==> src/rtl/ir_seq_pkg.sv <==
package ir_seq_pkg;

    typedef enum logic [1:0] {
        OP_SHORT = 2'd0,
        OP_LONG  = 2'd1,
        OP_SLEEP = 2'd2,
        OP_WAKE  = 2'd3
    } ir_op_e;

    typedef enum logic [2:0] {
        ST_AWAKE,
        ST_RAISE,
        ST_SETUP,
        ST_HOLD,
        ST_SLEEP_IN,
        ST_ASLEEP,
        ST_WAKE
    } ir_state_e;

endpackage

==> src/rtl/ir_seq_timer.sv <==
module ir_seq_timer #(
    parameter int CNT_W = 8
) (
    input  logic             clk,
    input  logic             rst_n,
    input  logic             load,
    input  logic [CNT_W-1:0] load_val,
    output logic             zero
);
    logic [CNT_W-1:0] cnt_d, cnt_q;

    always_comb begin
        cnt_d = cnt_q;
        if (load)
            cnt_d = load_val;
        else if (cnt_q != '0)
            cnt_d = cnt_q - 1'b1;
    end

    always_ff @(posedge clk or negedge rst_n) begin
        if (!rst_n) cnt_q <= '0;
        else        cnt_q <= cnt_d;
    end

    assign zero = (cnt_q == '0);

    p_count_down_r3: assert property (@(posedge clk) disable iff (!rst_n)
        (!load && cnt_q != '0) |=> (cnt_q == $past(cnt_q) - 1'b1));
endmodule

==> src/rtl/ir_seq_fsm.sv <==
module ir_seq_fsm
    import ir_seq_pkg::*;
#(
    parameter int SETUP_CYC      = 32,
    parameter int HOLD_CYC       = 32,
    parameter int SHDN_CYC       = 200000,
    parameter int RECOV_CYC      = 40000,
    parameter int PROG_LIMIT_CYC = 75000,
    parameter int TXD_LIMIT_CYC  = 10000,
    parameter int CNT_W          = 18
) (
    input  logic             clk,
    input  logic             rst_n,
    input  logic             cmd_valid,
    input  logic [1:0]       cmd_op,
    input  logic             tmr_zero,
    output logic             tmr_load,
    output logic [CNT_W-1:0] tmr_val,
    output logic             cmd_ready,
    output logic             pass_en,
    output logic             sd_drv,
    output logic             txd_drv,
    output logic             done
);
    typedef struct packed {
        ir_state_e st;
        logic      sd;
        logic      txd;
        logic      lvl;
        logic      done;
    } fsm_t;

    fsm_t s_d, s_q;

    always_comb begin
        s_d      = s_q;
        s_d.done = 1'b0;
        tmr_load = 1'b0;
        tmr_val  = '0;
        unique case (s_q.st)
            ST_AWAKE: if (cmd_valid) begin
                unique case (ir_op_e'(cmd_op))
                    OP_SHORT, OP_LONG: begin
                        s_d.st   = ST_RAISE;
                        s_d.sd   = 1'b1;
                        s_d.txd  = 1'b0;
                        s_d.lvl  = (ir_op_e'(cmd_op) == OP_SHORT);
                        tmr_load = 1'b1;
                    end
                    OP_SLEEP: begin
                        s_d.st   = ST_SLEEP_IN;
                        s_d.sd   = 1'b1;
                        s_d.txd  = 1'b0;
                        tmr_load = 1'b1;
                        tmr_val  = CNT_W'(SHDN_CYC - 1);
                    end
                    default: s_d.done = 1'b1;
                endcase
            end
            ST_RAISE: if (tmr_zero) begin
                s_d.st   = ST_SETUP;
                s_d.txd  = s_q.lvl;
                tmr_load = 1'b1;
                tmr_val  = CNT_W'(SETUP_CYC - 1);
            end
            ST_SETUP: if (tmr_zero) begin
                s_d.st   = ST_HOLD;
                s_d.sd   = 1'b0;
                tmr_load = 1'b1;
                tmr_val  = CNT_W'(HOLD_CYC - 1);
            end
            ST_HOLD: if (tmr_zero) begin
                s_d.st   = ST_AWAKE;
                s_d.txd  = 1'b0;
                s_d.done = 1'b1;
            end
            ST_SLEEP_IN: if (tmr_zero) begin
                s_d.st   = ST_ASLEEP;
                s_d.done = 1'b1;
            end
            ST_ASLEEP: if (cmd_valid) begin
                if (ir_op_e'(cmd_op) == OP_WAKE) begin
                    s_d.st   = ST_WAKE;
                    s_d.sd   = 1'b0;
                    tmr_load = 1'b1;
                    tmr_val  = CNT_W'(RECOV_CYC - 1);
                end else begin
                    s_d.done = 1'b1;
                end
            end
            ST_WAKE: if (tmr_zero) begin
                s_d.st   = ST_AWAKE;
                s_d.done = 1'b1;
            end
            default: s_d.st = ST_AWAKE;
        endcase
    end

    always_ff @(posedge clk or negedge rst_n) begin
        if (!rst_n) s_q <= '{st: ST_AWAKE, sd: 1'b0, txd: 1'b0, lvl: 1'b1, done: 1'b0};
        else        s_q <= s_d;
    end

    assign cmd_ready = (s_q.st == ST_AWAKE) || (s_q.st == ST_ASLEEP);
    assign pass_en   = (s_q.st == ST_AWAKE);
    assign sd_drv    = s_q.sd;
    assign txd_drv   = s_q.txd;
    assign done      = s_q.done;

    // Duration watch counters for the limit checks
    logic        in_prog;
    logic [31:0] prog_cnt_q, hi_cnt_q;
    assign in_prog = (s_q.st == ST_RAISE) || (s_q.st == ST_SETUP) || (s_q.st == ST_HOLD);

    always_ff @(posedge clk or negedge rst_n) begin
        if (!rst_n) begin
            prog_cnt_q <= '0;
            hi_cnt_q   <= '0;
        end else begin
            prog_cnt_q <= in_prog ? prog_cnt_q + 1 : '0;
            hi_cnt_q   <= (!pass_en && s_q.txd) ? hi_cnt_q + 1 : '0;
        end
    end

    p_prog_limit_r11: assert property (@(posedge clk) disable iff (!rst_n)
        prog_cnt_q <= 32'(PROG_LIMIT_CYC));
    p_txd_high_limit_r11: assert property (@(posedge clk) disable iff (!rst_n)
        hi_cnt_q < 32'(TXD_LIMIT_CYC));
    p_fall_level_r4: assert property (@(posedge clk) disable iff (!rst_n)
        ($fell(s_q.sd) && s_q.st == ST_HOLD) |-> (s_q.txd == s_q.lvl));
    p_busy_after_accept_r6: assert property (@(posedge clk) disable iff (!rst_n)
        (cmd_valid && s_q.st == ST_AWAKE && cmd_op <= 2'd2) |=> !cmd_ready);
    p_done_single_r5: assert property (@(posedge clk) disable iff (!rst_n)
        done |=> !done);
    p_asleep_sd_high_r8: assert property (@(posedge clk) disable iff (!rst_n)
        (s_q.st == ST_ASLEEP) |-> (s_q.sd && !s_q.txd));
endmodule

==> src/rtl/ir_seq_txd_mux.sv <==
module ir_seq_txd_mux (
    input  logic pass_en,
    input  logic tx_data_in,
    input  logic txd_drv,
    output logic txd_out
);
    assign txd_out = pass_en ? tx_data_in : txd_drv;
endmodule

==> src/rtl/ir_mode_sequencer.sv <==
module ir_mode_sequencer #(
    parameter int SETUP_CYC      = 32,
    parameter int HOLD_CYC       = 32,
    parameter int SHDN_CYC       = 200000,
    parameter int RECOV_CYC      = 40000,
    parameter int PROG_LIMIT_CYC = 75000,
    parameter int TXD_LIMIT_CYC  = 10000
) (
    input  logic       clk,
    input  logic       rst_n,
    input  logic       cmd_valid,
    input  logic [1:0] cmd_op,
    output logic       cmd_ready,
    input  logic       tx_data_in,
    output logic       sd_out,
    output logic       txd_out,
    output logic       done
);
    localparam int MAX_A   = (SETUP_CYC > HOLD_CYC) ? SETUP_CYC : HOLD_CYC;
    localparam int MAX_B   = (SHDN_CYC > RECOV_CYC) ? SHDN_CYC : RECOV_CYC;
    localparam int MAX_CYC = (MAX_A > MAX_B) ? MAX_A : MAX_B;
    localparam int CNT_W   = $clog2(MAX_CYC + 1);

    logic             tmr_load, tmr_zero, pass_en, sd_drv, txd_drv;
    logic [CNT_W-1:0] tmr_val;

    ir_seq_timer #(.CNT_W(CNT_W)) i_timer (
        .clk      (clk),
        .rst_n    (rst_n),
        .load     (tmr_load),
        .load_val (tmr_val),
        .zero     (tmr_zero)
    );

    ir_seq_fsm #(
        .SETUP_CYC      (SETUP_CYC),
        .HOLD_CYC       (HOLD_CYC),
        .SHDN_CYC       (SHDN_CYC),
        .RECOV_CYC      (RECOV_CYC),
        .PROG_LIMIT_CYC (PROG_LIMIT_CYC),
        .TXD_LIMIT_CYC  (TXD_LIMIT_CYC),
        .CNT_W          (CNT_W)
    ) i_fsm (
        .clk       (clk),
        .rst_n     (rst_n),
        .cmd_valid (cmd_valid),
        .cmd_op    (cmd_op),
        .tmr_zero  (tmr_zero),
        .tmr_load  (tmr_load),
        .tmr_val   (tmr_val),
        .cmd_ready (cmd_ready),
        .pass_en   (pass_en),
        .sd_drv    (sd_drv),
        .txd_drv   (txd_drv),
        .done      (done)
    );

    ir_seq_txd_mux i_mux (
        .pass_en    (pass_en),
        .tx_data_in (tx_data_in),
        .txd_drv    (txd_drv),
        .txd_out    (txd_out)
    );

    assign sd_out = sd_drv;

    p_ready_returns_with_done_r6: assert property (@(posedge clk) disable iff (!rst_n)
        $rose(cmd_ready) |-> done);
    p_idle_sd_low_r2: assert property (@(posedge clk) disable iff (!rst_n)
        (pass_en && !done) |-> !sd_out);
endmodule

==> config.mk <==
export PLATFORM = sky130hd
export DESIGN_NAME = ir_mode_sequencer
export DESIGN_NICKNAME = d
export VERILOG_FILES = /design/src/rtl/ir_seq_pkg.sv /design/src/rtl/ir_seq_timer.sv /design/src/rtl/ir_seq_fsm.sv /design/src/rtl/ir_seq_txd_mux.sv /design/src/rtl/ir_mode_sequencer.sv
export SDC_FILE = /design/constraint.sdc
export NUM_CORES = 1
export LEC_CHECK = 0
export BUFFER_PORTS_ARGS = -buffer_cell sky130_fd_sc_hd__buf_2
export CORE_ASPECT_RATIO = 1.1
export CORE_MARGIN = 5
export CORE_UTILIZATION = 35
export DETAILED_ROUTE_END_ITERATION = 12
export PLACE_DENSITY = 0.63
export SYNTH_ARGS = -nofsm -noshare
export SYNTH_HDL_FRONTEND = slang
export SYNTH_HIERARCHICAL = 1
export SYNTH_SLANG_ARGS = --single-unit
==> constraint.sdc <==
create_clock -name clk -period 2.8 [get_ports clk]
set_input_delay 0.28 -clock clk [delete_from_list [all_inputs] [get_ports clk]]
set_output_delay 0.28 -clock clk [all_outputs]
set_load 0.01 [all_outputs]
==> impl_results.md <==
* Run status: finished with violations
* Violated checks: negative hold slack
* Area contributors post-synth: dfrtp_1 (33%), buf_4 (5.7%), o31ai_1 (4.9%)
* Critical path's largest stage delay at 0.44 ns
* DP Cell Count at between 200 and 300
* Arrival @ worst endpoint at between 2 and 3 ns
* Root Driver: clkbuf_8
* Layout cells sized above 1 at between 10% and 20%
* Fin cells at 275
* Final period util at between 90 and 100%
* Crit Path Max Fanout at 19
* Worst vdd ir at around 370 uV
* # diodes at 0
* Worst EP required at roughly 3.0 ns
* HP Class: primary input to asynchronous set/reset pin
* Avg Inst Size Synth at between 8 and 9 sq um
* Vert. Die Dim at 86.0 microns
* Post-synthesis sequential area ratio at between 30% and 40%
* Rows at 27
* EDFF count, synth at 0
* Via density at approximately 5.6
* Multi-input gate area at approximately 0.0010 sq mm
* Power Dens Cells at 824 mW/mm^2
* FF-to-FF End: i_timer/cnt_q[15]
* Initial antenna violation count at 0
* Clock sinks at 25
* Ys async rst share at between 90% and 100%
* Setup slack at placement at roughly 0.19 ns
* Synth cell types at 60
* Worst-case clock buffer depth at 2
* Post-detailed-placement half-perimeter wirelength at 2.85 mm
* Most common flop cell mapped by yosys: dfrtp_1
* First-pass GRT wire length at roughly 7.3 mm
* Die area at just under 0.007 sq mm
* Vias in the first global route at around 1.5k
* FILL cells at a little over 500
* # nets final at about 230
* Storage element area at about 630 sq um
* Reg-to-Reg Start: i_timer/cnt_q[16]
* CTS tree: yes
* Switching power at 705 uW
* Drt pass-1 iters at 4
* Initial DRC Count at a little under 200
* Pint at between 900 and 1000 uW
* Worst-margin pin slew at slightly below 0.6 ns
* Cell count after synthesis at around 210
* Crit-path slowest cell: dfrtp_1
* Worst setup SP type: flip-flop
* Comb pwr share at roughly 42%
* Buf/Inv on CP at 2
* Critical path endpoint category: flip-flop
* Placer Congestion at approximately 0.81
* Area leader, netlist: dfrtp_1
* Clk_lat worst skew at between 0.2 and 0.3 ns
* CTS Hold Bufs at 0
* Total number of vias at 1553
* Rel. slew slack at around three fifths
* Synth Register Bits at 25
* WL/cell at roughly 15 microns
* Gr usage total at approximately an eighth
* Initial Utilization at ~36%
* Clk pin slew, worst setup/hold paths at 0.10 ns
* Clock power share at 13.8%
* Flop2flop setup slack at roughly 0.25 ns
* Flop pwr share at about 44%
* Core footprint at ~0.0051 sq mm
* Share of the synthesized area in the top cell type at about a third
* Final WL at about 4.1 mm
* Antenna Nets Post-Route at 0
* Clock skew at 0.00487 ns
* Grt ovf at 0
* Fmax at between 300 and 400 MHz
* Min cycle time layout at approximately 2.6 ns
* Crit path kind: flip-flop to flip-flop
* Pin count of the biggest net entering global routing at 34
* CTS Buf Count at 3
* CTS H-Tree Depth at 1
* Max-slew violation count at 0
* Port Buffers at 9
* Leak at between 0.0007 and 0.0008 uW
* Final Setup Violations at 0
* Cell family with most CP delay: compound AO/OA/AOI/OAI gates
* DIE WIDTH at 79.1 microns
* Reg2Reg Depth at 9
* Ports at 10
* Max-cap violations at 0
* Crit-path cells: nor4_4 > nand4_1 > nor2_4 > buf_6 > a22oi_1 > o21ai_2 > clkinvlp_4 > o211a_1 > a2111oi_1
* Layout area overhead at 9.32%
* Hold_ws at -0.00782 ns
* Mapped cell area at 0.00184 sq mm
* Yosys warnings at 6
* Sw frac at about 43%
* DRC at 0
* Final Hold Fails at 13
* Worst setup margin at roughly 0.25 ns
cell type report:
| class | instances | area share, % |
|---|---|---|
| multi-input combinational | 152 | 52.0 |
| sequential | 25 | 31.2 |
| timing repair buffer | 24 | 8.40 |
| tap | 58 | 3.61 |
| inverter | 12 | 2.43 |
| clock buffer | 3 | 2.05 |
| clock inverter | 1 | 0.373 |
power by group through the flow:
stage | Combinational, uW | Clock, uW | Sequential [uW]
global route | 779 | 251 | 762
CTS | 684 | 243 | 719
detailed placement | 681 | 0 | 720
floorplan | 578 | 0 | 658
global placement | 685 | 0 | 722
finish | 698 | 229 | 731
cells by family (layout without fill, tap and decap cells):
kind of cell	count (synthesis)	count (layout)	share of synthesized area, %
buf+inv	38	40	11.6
compound gates	56	56	21.6
other cells	1	5	0.204
xor+xnor	8	8	3.81
simple gates	79	79	26.1
flops	25	25	34.1
mux	3	3	1.97
fa+ha+maj	1	1	0.680
stage by stage:
step | instance area (sq um) | util, % | setup TNS [ns] | total power [uW]
global placement | 1910 | 37.7 | 0 | 1410
global route | 2010 | 39.7 | -0.0183 | 1790
detailed placement | 1910 | 37.7 | 0 | 1400
CTS | 1960 | 38.6 | 0 | 1650
finish | 2010 | 39.7 | 0 | 1660
floorplan | 1870 | - | -0.0275 | 1240
how the worst max path moves through the flow:
stage	to	startpoint	cells past startpoint
4_1_cts	i_timer/cnt_q[15]	i_timer/cnt_q[16]	9
2_1_floorplan	i_timer/cnt_q[15]	i_timer/cnt_q[16]	10
6_report	i_timer/cnt_q[15]	i_timer/cnt_q[16]	9
3_3_place_gp	i_timer/cnt_q[15]	i_timer/cnt_q[16]	9
3_5_place_dp	i_timer/cnt_q[17]	i_timer/cnt_q[16]	9
5_1_grt	i_timer/cnt_q[15]	i_timer/cnt_q[6]	9
registers in the layout, indices dropped and copies added (netlist names):
| signal | cells |
|---|---|
| i_fsm/done | 1 |
| i_fsm/sd_drv | 1 |
| i_fsm/txd_drv | 1 |
| i_fsm/s_q | 4 |
| i_timer/cnt_q | 18 |
metal layers:
layer	GRT usage [%]	part of all wire, %
met1	17.9	46
met2	21.6	48
met3	2.42	4.4
met4	1.56	1.5
met5	0	0
Yosys cell counts, types with 2 or more instances:
library cell  number
nor4_1             4
nand2_1           16
o22a_1             2
a31oi_1            2
o211ai_1           2
nand3_1            7
o21ai_0            6
clkbuf_1           8
a21oi_1           13
o311a_1            2
o211a_1            2
nand2b_1           3
and3_1             5
nand4_1            3
buf_4             14
nor3_2             4
xor2_1             5
a21boi_0           2
inv_1             11
o31ai_1           12
dfrtp_1           24
xnor2_1            3
nor3_1             5
or3_1              4
a2111oi_1          2
buf_6              2
nor2_1            12
nor2b_1            4
placed cells by master (no fill, tap or decap), types with 5 or more instances in the layout:
master   instances
a21oi_1         13
buf_2            9
buf_4           13
nand2_1         16
and3_1           5
o31ai_1         12
conb_1           5
nor2_1          12
inv_1           11
nor3_1           5
xor2_1           5
nand3_1          7
o21ai_0          5
dfrtp_1         24
repair_timing:
action	in CTS	in global routing
resized for setup	0	6
endpoints found under the setup margin	0	2
buffers inserted	0	3
Power figures use the tool's default switching activity.
